<file path="config.mk">
export PLATFORM = sky130hd
export DESIGN_NAME = bl_third_light
export DESIGN_NICKNAME = d
export VERILOG_FILES = /design/src/rtl/bl_pkg.sv /design/src/rtl/bl_sync.sv /design/src/rtl/bl_turn_seq.sv /design/src/rtl/bl_brake_gen.sv /design/src/rtl/bl_third_light.sv
export SDC_FILE = /design/constraint.sdc
export NUM_CORES = 1
export LEC_CHECK = 0
export ABC_AREA = 1
export CAP_MARGIN = 20
export CORE_UTILIZATION = 49
export CTS_CLUSTER_DIAMETER = 200
export DETAILED_ROUTE_END_ITERATION = 16
export PLACE_DENSITY = 0.74
export SLEW_MARGIN = 15
export SYNTH_ARGS = -nofsm -noshare
export SYNTH_HDL_FRONTEND = slang
export SYNTH_SLANG_ARGS = --single-unit
</file>
<file path="constraint.sdc">
create_clock -name clk -period 1.3 [get_ports clk]
set_clock_uncertainty 0.1 [all_clocks]
set_input_delay 0.13 -clock clk [delete_from_list [all_inputs] [get_ports clk]]
set_output_delay 0.13 -clock clk [all_outputs]
set_load 0.005 [all_outputs]
</file>
<file path="src/rtl/bl_pkg.sv">
`timescale 1ns/1ps
package bl_pkg;
    typedef enum logic [2:0] {
        MODE_IDLE   = 3'd0,
        MODE_LEFT   = 3'd1,
        MODE_RIGHT  = 3'd2,
        MODE_BRAKE  = 3'd3,
        MODE_HAZARD = 3'd4
    } mode_e;
endpackage

</file>
<file path="src/rtl/bl_sync.sv">
`timescale 1ns/1ps
module bl_sync #(
    parameter int WIDTH  = 3,
    parameter int STAGES = 2
) (
    input  logic             clk,
    input  logic             rst_n,
    input  logic [WIDTH-1:0] d_i,
    output logic [WIDTH-1:0] q_o
);
    logic [WIDTH-1:0] stage_q [STAGES];

    always_ff @(posedge clk or negedge rst_n) begin
        if (!rst_n) begin
            for (int i = 0; i < STAGES; i++) stage_q[i] <= '0;
        end else begin
            stage_q[0] <= d_i;
            for (int i = 1; i < STAGES; i++) stage_q[i] <= stage_q[i-1];
        end
    end

    assign q_o = stage_q[STAGES-1];
endmodule

</file>
<file path="src/rtl/bl_turn_seq.sv">
`timescale 1ns/1ps
module bl_turn_seq #(
    parameter int HALF = 4
) (
    input  logic              clk,
    input  logic              rst_n,
    input  logic              left_en_n,
    input  logic              right_en_n,
    input  logic              restart,
    output logic [2*HALF-1:0] led_n_o
);
    localparam int CW = (HALF > 1) ? $clog2(HALF) : 1;
    localparam logic [CW-1:0] LAST = CW'(HALF - 1);

    logic [CW-1:0] step_q;
    logic          active;

    assign active = !left_en_n || !right_en_n;

    // one shared counter keeps both halves in lockstep
    always_ff @(posedge clk or negedge rst_n) begin
        if (!rst_n)                   step_q <= '0;
        else if (restart || !active)  step_q <= '0;
        else if (step_q == LAST)      step_q <= '0;
        else                          step_q <= step_q + 1'b1;
    end

    genvar g;
    generate
        for (g = 0; g < HALF; g++) begin : g_lamp
            assign led_n_o[HALF+g]   = !(!right_en_n && (step_q == CW'(g)));
            assign led_n_o[HALF-1-g] = !(!left_en_n  && (step_q == CW'(g)));
        end
    endgenerate


    right_single_chk: assert property (@(posedge clk) disable iff (!rst_n)
        !right_en_n |-> $countones(~led_n_o[2*HALF-1:HALF]) == 1);

    left_single_chk: assert property (@(posedge clk) disable iff (!rst_n)
        !left_en_n |-> $countones(~led_n_o[HALF-1:0]) == 1);

    turn_restart_chk: assert property (@(posedge clk) disable iff (!rst_n)
        restart |=> step_q == '0);
endmodule

</file>
<file path="src/rtl/bl_brake_gen.sv">
`timescale 1ns/1ps
module bl_brake_gen #(
    parameter int HALF = 4
) (
    input  logic              clk,
    input  logic              rst_n,
    input  logic              en_n,
    input  logic              restart,
    output logic [2*HALF-1:0] led_n_o
);
    localparam logic [HALF-1:0] FIRST = HALF'(1);

    logic [HALF-1:0] john_q;

    // twisted-ring counter: 2*HALF states, bit i widens the lit band by one lamp each side
    always_ff @(posedge clk or negedge rst_n) begin
        if (!rst_n)               john_q <= FIRST;
        else if (restart || en_n) john_q <= FIRST;
        else                      john_q <= {john_q[HALF-2:0], ~john_q[HALF-1]};
    end

    genvar g;
    generate
        for (g = 0; g < HALF; g++) begin : g_band
            assign led_n_o[HALF+g]   = en_n | ~john_q[g];
            assign led_n_o[HALF-1-g] = en_n | ~john_q[g];
        end
    endgenerate


    ring_step_chk: assert property (@(posedge clk) disable iff (!rst_n)
        (!en_n && !restart) |=> $countones(john_q ^ $past(john_q)) == 1);

    mirror_chk: assert property (@(posedge clk) disable iff (!rst_n)
        !en_n |-> $countones(~led_n_o[2*HALF-1:HALF]) == $countones(~led_n_o[HALF-1:0]));
endmodule

</file>
<file path="src/rtl/bl_third_light.sv">
`timescale 1ns/1ps
module bl_third_light #(
    parameter int HALF        = 4,
    parameter int SYNC_STAGES = 2
) (
    input  logic              clk,
    input  logic              rst_n,
    input  logic              turn_left_i,
    input  logic              brake_i,
    input  logic              turn_right_i,
    output logic [2*HALF-1:0] led_n_o
);
    import bl_pkg::*;

    localparam int NREQ = 3;

    logic [NREQ-1:0]   req_sync;
    logic              req_l, req_b, req_r;
    mode_e             state_q, state_d;
    logic              restart;
    logic              en_left_n, en_brake_n, en_right_n;
    logic [2*HALF-1:0] turn_led_n, brake_led_n;

    bl_sync #(.WIDTH(NREQ), .STAGES(SYNC_STAGES)) u_sync (
        .clk   (clk),
        .rst_n (rst_n),
        .d_i   ({turn_left_i, brake_i, turn_right_i}),
        .q_o   (req_sync)
    );

    assign {req_l, req_b, req_r} = req_sync;

    // next state: hazard > brake > single turn > idle
    always_comb begin
        unique case ({req_l, req_b, req_r})
            3'b000:  state_d = MODE_IDLE;
            3'b001:  state_d = MODE_RIGHT;
            3'b100:  state_d = MODE_LEFT;
            3'b010:  state_d = MODE_BRAKE;
            3'b011:  state_d = MODE_BRAKE;
            3'b110:  state_d = MODE_BRAKE;
            3'b101:  state_d = MODE_HAZARD;
            3'b111:  state_d = MODE_HAZARD;
            default: state_d = MODE_IDLE;
        endcase
    end

    always_ff @(posedge clk or negedge rst_n) begin
        if (!rst_n) state_q <= MODE_IDLE;
        else        state_q <= state_d;
    end

    assign restart = (state_d != state_q);

    // active-low mode enables
    always_comb begin
        en_left_n  = 1'b1;
        en_brake_n = 1'b1;
        en_right_n = 1'b1;
        unique case (state_q)
            MODE_IDLE:   ;
            MODE_LEFT:   en_left_n  = 1'b0;
            MODE_RIGHT:  en_right_n = 1'b0;
            MODE_BRAKE:  en_brake_n = 1'b0;
            MODE_HAZARD: begin
                en_left_n  = 1'b0;
                en_right_n = 1'b0;
            end
            default:     ;
        endcase
    end

    bl_turn_seq #(.HALF(HALF)) u_turn (
        .clk        (clk),
        .rst_n      (rst_n),
        .left_en_n  (en_left_n),
        .right_en_n (en_right_n),
        .restart    (restart),
        .led_n_o    (turn_led_n)
    );

    bl_brake_gen #(.HALF(HALF)) u_brake (
        .clk     (clk),
        .rst_n   (rst_n),
        .en_n    (en_brake_n),
        .restart (restart),
        .led_n_o (brake_led_n)
    );

    assign led_n_o = en_brake_n ? turn_led_n : brake_led_n;


    brake_excl_chk: assert property (@(posedge clk) disable iff (!rst_n)
        !en_brake_n |-> (en_left_n && en_right_n));

    brake_wins_chk: assert property (@(posedge clk) disable iff (!rst_n)
        (req_b && !(req_l && req_r)) |=> state_q == MODE_BRAKE);

    hazard_chk: assert property (@(posedge clk) disable iff (!rst_n)
        (req_l && req_r) |=> (state_q == MODE_HAZARD));

    idle_dark_chk: assert property (@(posedge clk) disable iff (!rst_n)
        (state_q == MODE_IDLE) |-> (&led_n_o));
endmodule

</file>
After elaboration in Yosys (flattened, before gate mapping) --
Memory sizes are Yosys's and may differ from the RTL's. Cells that the tools add are included.
Storage, ports and cells: register bits 15, latch bits 0, RAM bits 0, bits in read-only memories 24, input port bits 5, word-level logic and storage cells 51, memories kept 1
Cells by class: add/subtract/negate cells 1, multipliers 0, div/mod/pow operators 0, magnitude comparators 0, equality and inequality tests 8, shift-type cells 0, multiplexer cells 5, bitwise gates (word level) 8, reduce and logical (&&, ||, !) cells 23
Memory list:
- (no name shown) | words 8, bits a word 3, rd ports 1, clocked after memory_dff 0, write ports 0, RTL line bl_third_light.sv:35 | unique case ({req_l, req_b, req_r})
Operators by type and width (number):
- 1-bit logical NOT | 9
- 1-bit logical AND | 8
- 8-bit 2-to-1 mux | 1
- 3-bit by 2-bit equality test with 1-bit output, second input constant | 2
- 2-bit equality test, second input constant | 2
- 2-bit 2-to-1 mux | 2
- 4-bit 2-to-1 mux | 1
- 1-bit NOT | 4
- 1-bit OR | 4
- 2-bit OR reduction | 2
- 3-bit by 1-bit equality test with 1-bit output, second input constant | 1
- 3-bit equality test, second input constant | 1
- 1-bit logical OR | 3
- 3-bit != test | 1
- 2-bit by 1-bit adder with 2-bit output, second input constant | 1
- 2-bit by 1-bit equality test with 1-bit output, second input constant | 1
- 2-bit logical NOT | 1
- 1-bit 2-to-1 mux | 1

Logic depth before layout (Yosys ltp) --
Gate-level depths: netlist (run 1).
word-level depth 6, depth in mapped cells 8, depth with buffers taken out 8

Modules after synthesis --
From an unflattened synthesis (run 1), not the netlist that was laid out.
Second synthesis, totals: cell total of the unflattened synthesis 115, area, all modules 847.1 um^2
By module, submodules not included:
- bl_third_light | instances 1, cells each 62, area an instance 330.3 um^2, seq. area each 75.1 um^2
- bl_turn_seq | instances 1, cells each 26, area an instance 175.2 um^2, seq. area each 50.0 um^2
- bl_sync | instances 1, cells each 9, area an instance 172.7 um^2, seq. area each 150.1 um^2
- bl_brake_gen | instances 1, cells each 18, area an instance 168.9 um^2, seq. area each 101.3 um^2

Worst setup path before layout (run 1) --
Ideal clock, no wire load.
kind flip-flop to output port, from register state_q[2], to output led_n_o[5], data arrival time 0.965 ns, required time 1.070 ns, path slack 0.105 ns, stages on the path, launching flop included 8, cell sequence dfrtp_1 -> inv_2 -> nand2_2 -> nor2_4 -> inv_2 -> buf_6 -> o21ai_0 -> o21ai_1
On the way: cells in the longest elaborated chain, start to end 5, elaborated cells between the ends (all ways) 9, classes of those cells eq/ne: 3; mux: 2; bitwise: 1; reduce/logical: 3
Ends and longest elaborated chain:
- start, declared | RTL line bl_third_light.sv:19 | mode_e state_q, state_d;
- start signal, assigned | RTL line bl_third_light.sv:50 | else state_q <= state_d;
- 3-bit equality test / 3-bit by 2-bit equality test with 1-bit output (equally long branches) | RTL line bl_third_light.sv:60 | unique case (state_q)
- 2-bit OR reduction (no source line)
- 1-bit logical AND | RTL line bl_turn_seq.sv:31 | assign led_n_o[HALF+g] = !(!right_en_n && (step_q == CW'(g)));
- 1-bit logical NOT | RTL line bl_turn_seq.sv:31
- 8-bit 2-to-1 mux * | RTL line bl_third_light.sv:90 | assign led_n_o = en_brake_n ? turn_led_n : brake_led_n;
- end, declared | RTL line bl_third_light.sv:11 | output logic [2*HALF-1:0] led_n_o
Mark *: on every way between the ends. The rest lies on a longest branch, timed or not.

Final worst setup path (run 1) --
from register state_q[2], to output led_n_o[2]
On the way: cells in the longest elaborated chain, start to end 5, elaborated cells between the ends (all ways) 9, classes of those cells eq/ne: 3; mux: 2; bitwise: 1; reduce/logical: 3
Ends and longest elaborated chain:
- 3-bit equality test / 3-bit by 1-bit equality test with 1-bit output (equally long branches) | RTL line bl_third_light.sv:60
- 2-bit OR reduction (no source line)
- 1-bit logical AND | RTL line bl_turn_seq.sv:32 | assign led_n_o[HALF-1-g] = !(!left_en_n && (step_q == CW'(g)));
- 1-bit logical NOT | RTL line bl_turn_seq.sv:32
- 8-bit 2-to-1 mux * | RTL line bl_third_light.sv:90
Marks and branches as above.

==> flow_summary.json, run 1 <==
{
  "status": "finished with violations",
  "violations": "negative setup slack",
  "grt_remaining_overflow": 0,
  "clock-sinks": 15,
  "slowest_delay_ns": 0.41,
  "crit_type": "reg -> out",
  "cellPowerDensity_nw_per_um2": 959,
  "grt_pass1_vias": 577,
  "fin_crit_sh_pct": 132,
  "finalSetupViolations": 13,
  "ant_nets": 0,
  "setup_slack_ns": -0.410,
  "dr.pass1.iters": 4,
  "antenna_found_initial": 0,
  "drive_gt1_share_pct": 41.9,
  "power_leakage_nw": 0.516,
  "cp-startpoint": "state_q[2]",
  "cp.arrival_ns": 1.48,
  "rrSetupSlack_ns": -0.04,
  "cp_top_family": "buffers and inverters",
  "globalRouteTotalUtil_pct": 21.6,
  "cts_max_level": 1,
  "die_y_um": 41.1,
  "antennaDiodeCount": 0,
  "synth_warnings": 0,
  "finalWirelength_um": 1610,
  "multiInputGateArea_um2": 358,
  "cp-end-kind": "output port",
  "numPortBuffers": 12,
  "drv_cap": 0,
  "pre_cts_slack_ns": -0.379,
  "fillers": 98,
  "slew_violations": 0,
  "grt_pass1_wl_um": 2230,
  "hpwl_um": 1140,
  "ys_types": 17,
  "regArea_um2": 377,
  "clockBufferDepth": 2,
  "final_common_cell": "inv_1",
  "wl_per_cell_um": 12.2,
  "syn_area_per_cell_um2": 8.42,
  "rr_worst_depth": 8,
  "globalplace.congestion": 0.723,
  "numCtsBuffers": 3,
  "hp-class": "in -> async",
  "path_buf_inv": 3,
  "netlist_instances": 89,
  "clkLatencyLatePin_ns": 0.28,
  "grt_start_max_net_pins": 10,
  "path_clk_slew_ns": 0.09,
  "die_w_um": 41.1,
  "routed_via_density": 5.03,
  "num_vias": 664,
  "seq_area_frac_synth_pct": 50.3,
  "rows": 13,
  "crit_fanout": 8,
  "dr.first_iter.drc_count": 10,
  "place_area_um2": 945,
  "ys_ff_latch": 15,
  "core_area_um2": 1370,
  "dpl.cell_count": 124,
  "hold_viol_final": 0,
  "cts_tree": "yes",
  "root_buffer": "clkbuf_4",
  "layout_common_cells": "inv_1, dfrtp_1, nand2_1, o21ai_1, buf_4",
  "final_cells": 132,
  "ios": 13,
  "nets": 127,
  "slowest_stage": "dfrtp_1",
  "final_cell_area_um2": 1040,
  "relSlewSlack_pct": 77.9,
  "crit_required_ns": 1.07,
  "syn_area_um2": 749,
  "mappedNetlistNets": 98,
  "drc": 0,
  "reg2reg_from": "state_q[2]",
  "crit-reg2reg-capture": "u_brake.john_q[1]",
  "rsz0062_at_grt": "true",
  "die-area_um2": 1690,
  "ir_drop_uv": 852,
  "power_mw": 1.00,
  "syn_to_final_growth_pct": 39.2,
  "period_needed_ns": 1.71,
  "tightest_slew_ns": 0.330,
  "initial_core_util_pct": 54.9,
  "cp_cell_sequence": "inv_2, nand2_4, nor2_4, clkinvlp_4, o21ai_2, buf_2",
  "max_freq_mhz": 585,
  "startpoint_type": "register"
}
## cell usage after synthesis
library cell | instances | area (um^2)
nand2_1 | 15 | 56.3
nand2_2 | 2 | 12.5
nand3_2 | 1 | 10.0
dfstp_2 | 1 | 26.3
o21ai_1 | 8 | 40.0
nor2_2 | 1 | 6.26
nor2_1 | 5 | 18.8
buf_6 | 1 | 11.3
nand3_1 | 5 | 25.0
nand4_1 | 1 | 6.26
inv_1 | 18 | 67.6
dfrtp_1 | 14 | 350
inv_2 | 2 | 7.51
a21oi_1 | 2 | 10.0
ha_1 | 4 | 50.1
o21ai_0 | 8 | 40.0
nor2_4 | 1 | 11.3
## timing repair
item	4_1_cts	5_1_grt
buffers inserted	4	0
cloned	1	0
hold buffers	0	0
gates resized for setup	50	12
endpoints found under the setup margin	10	14
pin swaps	10	9
## worst max path at each step
stage                 endpoint  slack (ns)  cells after the start
finish              led_n_o[2]       -0.41                      6
global route        led_n_o[0]       -0.48                      6
CTS                 led_n_o[0]       -0.36                      6
detailed placement  led_n_o[5]       -0.38                      6
global placement    led_n_o[7]       -0.34                      7
floorplan           led_n_o[5]        0.11                      7
## sequential cells by signal, summed over array words and instances, names as in the netlist
name	cells
u_sync.stage_q	3
u_turn.step_q	2
u_brake.john_q	4
u_sync.q_o	3
state_q	3
## logic make-up after synthesis
logic type               Yosys count  share of synthesized area, %
flip-flops                        15                          50.3
adder cells (fa/ha/maj)            4                          6.68
AO/OA/AOI/OAI                     18                          12.0
buffers and inverters             21                          11.5
AND/OR/NAND/NOR                   31                          19.5
## metal layers
metal | wire length (um) | GRT usage (%) | share of wire (%) | vias up
li1 | - | - | - | 337
met1 | 718 | 23.0 | 45 | 311
met2 | 829 | 39.8 | 51 | 14
met3 | 49 | 3.26 | 3.0 | 2
met4 | 12 | 12.1 | 0.74 | 0
met5 | 0 | 0 | 0 | -
## metrics by stage
| stage | utilization, % | hold WS (ns) | TNS [ns] |
|---|---|---|---|
| 2_1_floorplan | - | -0.266 | 0 |
| 3_3_place_gp | 69.1 | 0.232 | -2.66 |
| 3_5_place_dp | 69.1 | 0.236 | -2.95 |
| 4_1_cts | 73.6 | 0.000235 | -3.12 |
| 5_1_grt | 76.4 | 0.00242 | -4.53 |
| 6_report | 76.4 | 0.00755 | -3.16 |
## area by class of cell
type                            instances  area share [%]
Sequential cell                        15            36.1
Multi-Input combinational cell         53            34.3
Timing Repair Buffer                   24            17.0
Inverter                               20            7.43
Clock buffer                            3            2.16
Tap cell                               15            1.80
Timing Repair inverter                  1           0.719
Clock inverter                          1           0.480
## where the power goes
group	leakage, nW	switching [mW]	internal (mW)	total [mW]
combinational	0.313	0.140	0.110	0.250
sequential	0.185	0.0143	0.486	0.500
clock	0.0177	0.137	0.114	0.251
total	0.516	0.291	0.710	1.00
(Power assumes the default switching activity.)
==> inputs of run 2 (changes only) <==
--- a/config.mk
+++ b/config.mk
@@ -11,6 +11,7 @@
 export CTS_CLUSTER_DIAMETER = 200
 export DETAILED_ROUTE_END_ITERATION = 16
 export PLACE_DENSITY = 0.74
+export SETUP_SLACK_MARGIN = 0.2
 export SLEW_MARGIN = 15
 export SYNTH_ARGS = -nofsm -noshare
 export SYNTH_HDL_FRONTEND = slang
==> run 2 against run 1 <==
The flow still finishes with violations (negative setup slack). Via count rose by 10%. Critical path type unchanged. Final area rose by 7.2%. Critical endpoint is now led_n_o[7]. Fmax rose by 0.93%. Sequential power barely moved. Largest cell class unchanged. Setup slack improved by 0.016 ns.
==> flow_summary.json, run 2 (synthesized netlist as in run 1, its figures left out) <==
{
  "status": "finished with violations",
  "violations": "negative setup slack",
  "pre_cts_slack_ns": -0.379,
  "critPathMostFrequentCell": "o21ai_1",
  "crit_type": "reg -> out",
  "startpoint_type": "register",
  "cts_max_level": 1,
  "grt_remaining_overflow": 0,
  "grt_start_max_net_pins": 9,
  "power.share.switching_pct": 29.8,
  "grt_pass1_wl_um": 2540,
  "crit_fanout": 8,
  "power_frac_comb_pct": 27.3,
  "power_leakage_nw": 0.561,
  "fillers": 88,
  "period_needed_ns": 1.69,
  "ant_nets": 0,
  "largest_register_ffs": 4,
  "antennaDiodeCount": 0,
  "relSlewSlack_pct": 83.8,
  "finalWirelength_um": 1960,
  "final_common_cell": "inv_1",
  "ios": 13,
  "p_int_mw": 0.742,
  "cp_top_family": "flip-flops",
  "setup_slack_ns": -0.395,
  "die_w_um": 41.1,
  "p_sw_mw": 0.315,
  "num_vias": 733,
  "power_mw": 1.06,
  "layout_common_cells": "inv_1, o21ai_1, dfrtp_1",
  "cts_tree": "yes",
  "syn_to_final_growth_pct": 49.2,
  "root_buffer": "clkbuf_4",
  "grt_busiest_layer": "met2",
  "cp-end-kind": "output port",
  "fin_crit_sh_pct": 130,
  "met2_usage_pct": 48.8,
  "path_buf_inv": 4,
  "grt_pass1_vias": 588,
  "numCtsBuffers": 3,
  "multiInputGateArea_um2": 354,
  "pwr-share-seq_pct": 47.6,
  "cellPowerDensity_nw_per_um2": 944,
  "grtUsageMet1_pct": 26.1,
  "numPortBuffers": 12,
  "finalSetupViolations": 14,
  "hpwl_um": 1110,
  "rsz0062_at_grt": "true",
  "hp-class": "in -> async",
  "clkPwrFrac_pct": 25.2,
  "final_cells": 140,
  "tightest_slew_ns": 0.243,
  "die_y_um": 41.1,
  "max_freq_mhz": 590,
  "antenna_found_initial": 0,
  "drive_gt1_share_pct": 40.8,
  "clock-sinks": 15,
  "ir_drop_uv": 922,
  "die-area_um2": 1690,
  "dr.pass1.iters": 4,
  "path_clk_slew_ns": 0.09,
  "rows": 13,
  "dpl.cell_count": 124,
  "slew_violations": 0,
  "drv_cap": 0,
  "initial_core_util_pct": 54.9,
  "routed_via_density": 5.24,
  "slowest_delay_ns": 0.41,
  "use_met3_pct": 3.26,
  "hold_viol_final": 0,
  "crit_required_ns": 1.07,
  "cp_cell_sequence": "inv_2, nand2_4, nor2_4, buf_6, inv_4, o21ai_1, o21ai_1, buf_2",
  "dr.first_iter.drc_count": 24,
  "core_area_um2": 1370,
  "clockBufferDepth": 2,
  "wl_per_cell_um": 14.0,
  "slowest_stage": "dfrtp_1",
  "globalplace.congestion": 0.724,
  "regArea_um2": 377,
  "nets": 135,
  "clkLatencyLatePin_ns": 0.28,
  "cp.arrival_ns": 1.46,
  "drc": 0,
  "regMostFlops": "u_brake.john_q",
  "globalRouteTotalUtil_pct": 24.5
}
[run 2: metal layers]
metal	part of all wire (%)	up-vias
met4	0.92	0
li1	-	351
met1	41	341
met5	0	-
met3	6.8	2
met2	51	39
[run 2: what timing repair did]
action,in CTS,in global routing
setup endpoints to repair,14,14
hold buffers,2,0
gates resized for setup,56,9
gates cloned,1,0
setup buffers,6,3
pin swaps,13,11
hold endpoints to repair,2,0
[run 2: through the flow]
| step | cell area (um^2) | TNS (ns) | hold slack (ns) | util (%) |
|---|---|---|---|---|
| 2_1_floorplan | 749 | 0 | -0.266 | - |
| 3_3_place_gp | 945 | -2.67 | 0.232 | 69.1 |
| 3_5_place_dp | 945 | -2.94 | 0.237 | 69.1 |
| 4_1_cts | 1060 | -3.04 | 0.136 | 77.8 |
| 5_1_grt | 1120 | -4.87 | 0.159 | 81.9 |
| 6_report | 1120 | -3.90 | 0.153 | 81.9 |
[run 2: worst paths after layout]
kind	startpoint	to	slack (ns)	cells after the start
hold / removal	rst_n	u_sync.q_o[2]	0.15	2
setup / recovery	state_q[2]	led_n_o[7]	-0.39	8
hold reg to reg	u_sync.stage_q[3]	u_sync.q_o[0]	0.26	0
setup reg to reg	state_q[2]	u_turn.step_q[1]	-0.31	10
min in group clk	turn_right_i	u_sync.stage_q[3]	0.17	1
max in group asynchronous	rst_n	u_sync.q_o[1]	0.29	2
[run 2: power by group through the flow]
stage               combinational (mW)  sequential, mW  clock [mW]
finish                           0.288           0.502       0.266
global route                     0.319           0.503       0.292
CTS                              0.252           0.499       0.266
detailed placement               0.211           0.508           0
global placement                 0.205           0.507           0
floorplan                        0.104           0.505           0
[run 2: area by class of cell]
class / count / share of cell area [%]
Timing Repair inverter: 1 / 0.671
Sequential cell: 15 / 33.7
Inverter: 20 / 6.94
Clock buffer: 4 / 2.35
Timing Repair Buffer: 32 / 23.0
Multi-Input combinational cell: 53 / 31.7
Tap cell: 15 / 1.68
==> inputs of run 3 (changes only) <==
--- a/config.mk
+++ b/config.mk
@@ -8,7 +8,6 @@
 export ABC_AREA = 1
 export CAP_MARGIN = 20
 export CORE_UTILIZATION = 49
-export CTS_CLUSTER_DIAMETER = 200
 export DETAILED_ROUTE_END_ITERATION = 16
 export PLACE_DENSITY = 0.74
 export SETUP_SLACK_MARGIN = 0.2
==> results of run 3 <==
The final DEF is identical to that of run 2; final timing and power are the same.
